===== src/rtl/shaper_enc_pkg.sv =====
package shaper_enc_pkg;

    localparam int RATE_W     = 32;
    localparam int MANT_W     = 7;
    localparam int EXP_W      = 4;
    localparam int WEIGHT_W   = 4;
    localparam int RESV_W     = 8;
    localparam int WORD_W     = 32;
    localparam int NUM_QUEUES = 16;
    localparam int NUM_RATES  = 2;   // index 0: minimum, index 1: maximum
    localparam int KEEP_HI    = 30;  // top of preserved scheduling bits
    localparam int KEEP_LO    = 28;
    localparam int CFG_KEEP_LO = 16;

    localparam logic [RATE_W-1:0] MANT_LIMIT = RATE_W'((1 << MANT_W) - 1);

    // Exact floor(x/10) for all 32-bit x via reciprocal multiply.
    localparam logic [2*RATE_W-1:0] DIV10_RECIP = 64'h0000_0000_CCCC_CCCD;
    localparam int                  DIV10_SHIFT = 35;

    typedef struct packed {
        logic              en;
        logic [MANT_W-1:0] mant;
        logic [EXP_W-1:0]  expo;
    } rate_code_t;

    typedef struct packed {
        logic                sched;
        logic [WEIGHT_W-1:0] weight;
        logic [RESV_W-1:0]   resv;
        logic [WORD_W-1:0]   old_sched;
        logic [WORD_W-1:0]   old_cfg;
    } req_t;

    typedef enum logic {
        ST_IDLE = 1'b0,
        ST_RUN  = 1'b1
    } enc_state_t;

    function automatic logic [RATE_W-1:0] div_by_ten(input logic [RATE_W-1:0] x);
        logic [2*RATE_W-1:0] prod;
        prod = (2*RATE_W)'(x) * DIV10_RECIP;
        return RATE_W'(prod >> DIV10_SHIFT);
    endfunction

endpackage


===== src/rtl/shaper_rate_encoder.sv =====
module shaper_rate_encoder
    import shaper_enc_pkg::*;
(
    input  logic              clk,
    input  logic              rst,
    input  logic              load_i,
    input  logic [RATE_W-1:0] rate_i,
    output logic              fin_o,
    output rate_code_t        code_o
);

    logic [RATE_W-1:0] val_q;
    logic [EXP_W-1:0]  exp_q;
    logic              nz_q;
    logic              fits;

    assign fits = (val_q <= MANT_LIMIT);

    always_ff @(posedge clk) begin
        if (rst) begin
            val_q <= '0;
            exp_q <= '0;
            nz_q  <= 1'b0;
        end else if (load_i) begin
            val_q <= rate_i;
            exp_q <= '0;
            nz_q  <= (rate_i != '0);
        end else if (!fits) begin
            val_q <= div_by_ten(val_q);
            exp_q <= exp_q + 1'b1;
        end
    end

    assign fin_o       = fits;
    assign code_o.en   = nz_q;
    assign code_o.mant = val_q[MANT_W-1:0];
    assign code_o.expo = exp_q;

endmodule


===== src/rtl/shaper_word_pack.sv =====
module shaper_word_pack
    import shaper_enc_pkg::*;
(
    input  req_t              req_i,
    input  rate_code_t        min_code_i,
    input  rate_code_t        max_code_i,
    output logic [WORD_W-1:0] sched_word_o,
    output logic [WORD_W-1:0] cfg_word_o
);

    always_comb begin
        sched_word_o = {req_i.sched,
                        req_i.old_sched[KEEP_HI:KEEP_LO],
                        min_code_i,
                        req_i.weight,
                        max_code_i};
        cfg_word_o   = {req_i.old_cfg[WORD_W-1:CFG_KEEP_LO],
                        req_i.resv,
                        req_i.resv};
    end

endmodule


===== src/rtl/shaper_enc_top.sv =====
module shaper_enc_top
    import shaper_enc_pkg::*;
#(
    parameter int QID_W = 5
) (
    input  logic                clk,
    input  logic                rst,
    input  logic                start_i,
    input  logic [QID_W-1:0]    queue_id_i,
    input  logic                sched_sel_i,
    input  logic [WEIGHT_W-1:0] weight_i,
    input  logic [RESV_W-1:0]   reserve_i,
    input  logic [RATE_W-1:0]   min_rate_i,
    input  logic [RATE_W-1:0]   max_rate_i,
    input  logic [WORD_W-1:0]   old_sched_i,
    input  logic [WORD_W-1:0]   old_cfg_i,
    output logic [WORD_W-1:0]   sched_word_o,
    output logic [WORD_W-1:0]   cfg_word_o,
    output logic                done_o
);

    enc_state_t        state_q;
    req_t              req_q;
    logic              id_ok;
    logic              accept;
    logic [RATE_W-1:0] rate_in [NUM_RATES];
    rate_code_t        codes   [NUM_RATES];
    logic [NUM_RATES-1:0] fin;
    logic [WORD_W-1:0] sched_next;
    logic [WORD_W-1:0] cfg_next;

    assign id_ok  = (32'(queue_id_i) < 32'(NUM_QUEUES));
    assign accept = (state_q == ST_IDLE) && start_i && id_ok;

    assign rate_in[0] = min_rate_i;
    assign rate_in[1] = max_rate_i;

    for (genvar g = 0; g < NUM_RATES; g++) begin : g_enc
        shaper_rate_encoder u_enc (
            .clk    (clk),
            .rst    (rst),
            .load_i (accept),
            .rate_i (rate_in[g]),
            .fin_o  (fin[g]),
            .code_o (codes[g])
        );
    end

    shaper_word_pack u_pack (
        .req_i        (req_q),
        .min_code_i   (codes[0]),
        .max_code_i   (codes[1]),
        .sched_word_o (sched_next),
        .cfg_word_o   (cfg_next)
    );

    always_ff @(posedge clk) begin
        if (rst) begin
            state_q      <= ST_IDLE;
            req_q        <= '0;
            sched_word_o <= '0;
            cfg_word_o   <= '0;
            done_o       <= 1'b0;
        end else begin
            done_o <= 1'b0;
            unique case (state_q)
                ST_IDLE: begin
                    if (accept) begin
                        req_q.sched     <= sched_sel_i;
                        req_q.weight    <= weight_i;
                        req_q.resv      <= reserve_i;
                        req_q.old_sched <= old_sched_i;
                        req_q.old_cfg   <= old_cfg_i;
                        state_q         <= ST_RUN;
                    end
                end
                ST_RUN: begin
                    if (&fin) begin
                        sched_word_o <= sched_next;
                        cfg_word_o   <= cfg_next;
                        done_o       <= 1'b1;
                        state_q      <= ST_IDLE;
                    end
                end
                default: state_q <= ST_IDLE;
            endcase
        end
    end

endmodule



===== config.mk =====
export PLATFORM = sky130hd
export DESIGN_NAME = shaper_enc_top
export DESIGN_NICKNAME = d
export VERILOG_FILES = /design/src/rtl/shaper_enc_pkg.sv /design/src/rtl/shaper_rate_encoder.sv /design/src/rtl/shaper_word_pack.sv /design/src/rtl/shaper_enc_top.sv
export SDC_FILE = /design/constraint.sdc
export NUM_CORES = 2
export LEC_CHECK = 0
export BUFFER_PORTS_ARGS = -buffer_cell sky130_fd_sc_hd__buf_2
export CORE_MARGIN = 5
export CORE_UTILIZATION = 47
export DETAILED_ROUTE_END_ITERATION = 7
export PLACE_DENSITY_LB_ADDON = 0.12
export RECOVER_POWER = 50
export SETUP_SLACK_MARGIN = 0.2
export SYNTH_ARGS = -nofsm -noshare
export SYNTH_HDL_FRONTEND = slang
export SYNTH_HIERARCHICAL = 1
export SYNTH_SLANG_ARGS = --single-unit

===== constraint.sdc =====
create_clock -name clk -period 18.4 [get_ports clk]
set_input_delay 2.76 -clock clk [delete_from_list [all_inputs] [get_ports clk]]
set_output_delay 2.76 -clock clk [all_outputs]
set_load 0.02 [all_outputs]

==> impl_metrics.ini <==
[outcome]
status = finished, violations left
failed_checks = max-capacitance violations, max-slew violations

[logic_synthesis]
yosys_warnings = 6
synth_cells = 4563
syn_area_mm2 = 0.0434
synth_fp_nets = 6210
postSynthAreaPerCell_um2 = 9.51

[grt]
track_usage_pct = 28.3
antenna_found_initial = 1
grt_pass1_wl_um = 208000
grt_pass1_vias = 32000
grt_max_degree = 142
grt_overflow = 0

[clocking]
cts_tree = yes
clk_latency_ns = 0.49
ctsHoldBuffers = 0
postCtsSetupBuffers = 0
cts.path.max_buffers = 2
htreeDepth = 4
root_buffer = clkbuf_16
post_cts_resized = 0
cts_made_buffers = 17
clock-sinks = 172
clk_pin_slew_ns = 0.09

[worst_setup_path]
startpoint_type = flop
crit_type = flop to flop
worstRegToRegCells = 23
cp.arrival_ns = 8.97
cp_max_fo = 7
critPathCaptureType = flop
required_ns = 18.55

[floorplanning]
coreArea_mm2 = 0.0917
num_rows = 111
die_h_um = 314
dieArea_mm2 = 0.0985
start_util_pct = 47.4
floorplan.die.width_um = 314
io_pins = 214

[drt]
drt-wirelength-per-cell_um = 24.1
drc_errors = 0
drt_pass1_iterations = 5
drtIter0Drc = 2601
vias = 31100
viasPerCell = 5.40
postRouteAntennaNets = 0
wl_um = 139000

[job]
maxCapViolations = 2

[layout]
syn2layout_area_growth_pct = 4.06
fillCellCount = 8934
layout.nets = 6207
drive_gt1_share_pct = 4.00

[worst_hold_path]
hold_depth = 2
hold_class = flop to flop

[timing]
finalHoldViolCount = 0
finalClockSkew_ns = 0.0238
rsz0062_at_grt = no
fin_crit_sh_pct = 47.9
setup_violations = 0
slew_viol_final = 166
fmax_mhz = 113
setup_tns_ns = 0
slew_headroom_pct = -148
tightest_slew_ns = 3.72
fin_crit_ns = 8.82

[place]
dp_hpwl_um = 120000
gp_congestion = 0.953
io_buffers = 164
-- through the flow --
step	utilization [%]	setup WS (ns)	instance area [um2]	instances	hold WS [ns]
final	49.3	9.58	45200	5760	0.473
after global routing	49.3	9.07	45200	5759	0.492
after CTS	49.4	9.79	45300	5759	0.474
after detailed placement	48.7	9.83	44700	5727	0.459
after global placement	48.7	9.85	44700	5727	0.456
after floorplan	-	11.65	43400	4563	0.448
-- layer usage --
metal  vias up  track usage [%]  share of wire, %
li1      14300                -                 -
met1     15700             44.2                48
met2      1002             41.2                42
met3       129             5.36               7.6
met4         0             5.63               2.2
met5         -                0                 0
-- final timing paths --
| kind | from | end | slack (ns) |
|---|---|---|---|
| max reg2reg | g_enc[1].u_enc/val_q[12]$_SDFFE_PP0P_ | g_enc[1].u_enc/val_q[28]$_SDFFE_PP0P_ | 9.58 |
| min | sched_word_o[23]$_SDFFE_PP0P_ | sched_word_o[23]$_SDFFE_PP0P_ | 0.47 |
| max | g_enc[1].u_enc/val_q[12]$_SDFFE_PP0P_ | g_enc[1].u_enc/val_q[28]$_SDFFE_PP0P_ | 9.58 |
| min reg2reg | sched_word_o[23]$_SDFFE_PP0P_ | sched_word_o[23]$_SDFFE_PP0P_ | 0.47 |
-- cell usage in the layout (no fill, tap or decap), types with 5 or more instances in the layout --
master	n
a221oi_1	8
o211a_1	6
o211ai_1	10
o22ai_1	17
a21oi_1	184
o21ai_0	92
nor2b_1	10
and4_1	7
nor3b_1	7
xor2_1	95
fa_1	772
o21bai_1	24
o21a_1	14
and3_1	14
nor2_1	88
nand2b_1	199
and2_1	22
a211oi_2	7
nand4_1	43
clkbuf_16	17
a21o_1	86
dfxtp_1	172
a41oi_1	5
ha_1	726
nor4_1	18
buf_2	98
nor3_1	77
nand2_1	159
xnor2_1	53
clkbuf_1	68
a211oi_1	21
mux2i_1	102
inv_1	1158
nand3_1	48
buf_4	12
a31oi_1	15
a311oi_1	8
-- worst max-delay path, stage by stage (launching register included) --
cell and delay (ns):
dfxtp_1 0.54, inv_1 0.33, ha_1 0.77, xor2_1 0.14, ha_1 0.22, a21o_1 0.17, fa_1 0.57, inv_1 0.07
fa_1 0.51, inv_1 0.06, fa_1 0.56, fa_1 0.44, fa_1 0.53, fa_1 0.48, ha_1 0.40, nand2_1 0.21
nor4_4 0.44, nand2_1 0.10, a211oi_1 0.77, o21ai_1 0.33, nand2_1 0.32, a31o_1 0.29, a21o_1 0.14, a41oi_1 0.08
-- sequential cells by signal (all words and copies together), names as in the netlist --
register,count
g_enc.u_enc/val_q,64
state_q,1
done_o,1
req_q,32
g_enc.u_enc/nz_q,2
cfg_word_o,32
g_enc.u_enc/exp_q,8
sched_word_o,32
-- layout make-up --
type                            instances  area (um2)  share of cell area, %
Inverter                             1161        4360                   9.65
Clock inverter                         14         168                  0.371
Clock buffer                           18         429                  0.950
Timing Repair Buffer                  178         852                   1.89
Sequential cell                       172        3440                   7.62
Tap cell                             1186        1480                   3.29
Multi-Input combinational cell       3030       34400                   76.2
Antenna cell                            1        2.50                0.00554
Power is not shown: default switching activity piles up to over one toggle a cycle in this logic, so the estimate is an artifact.
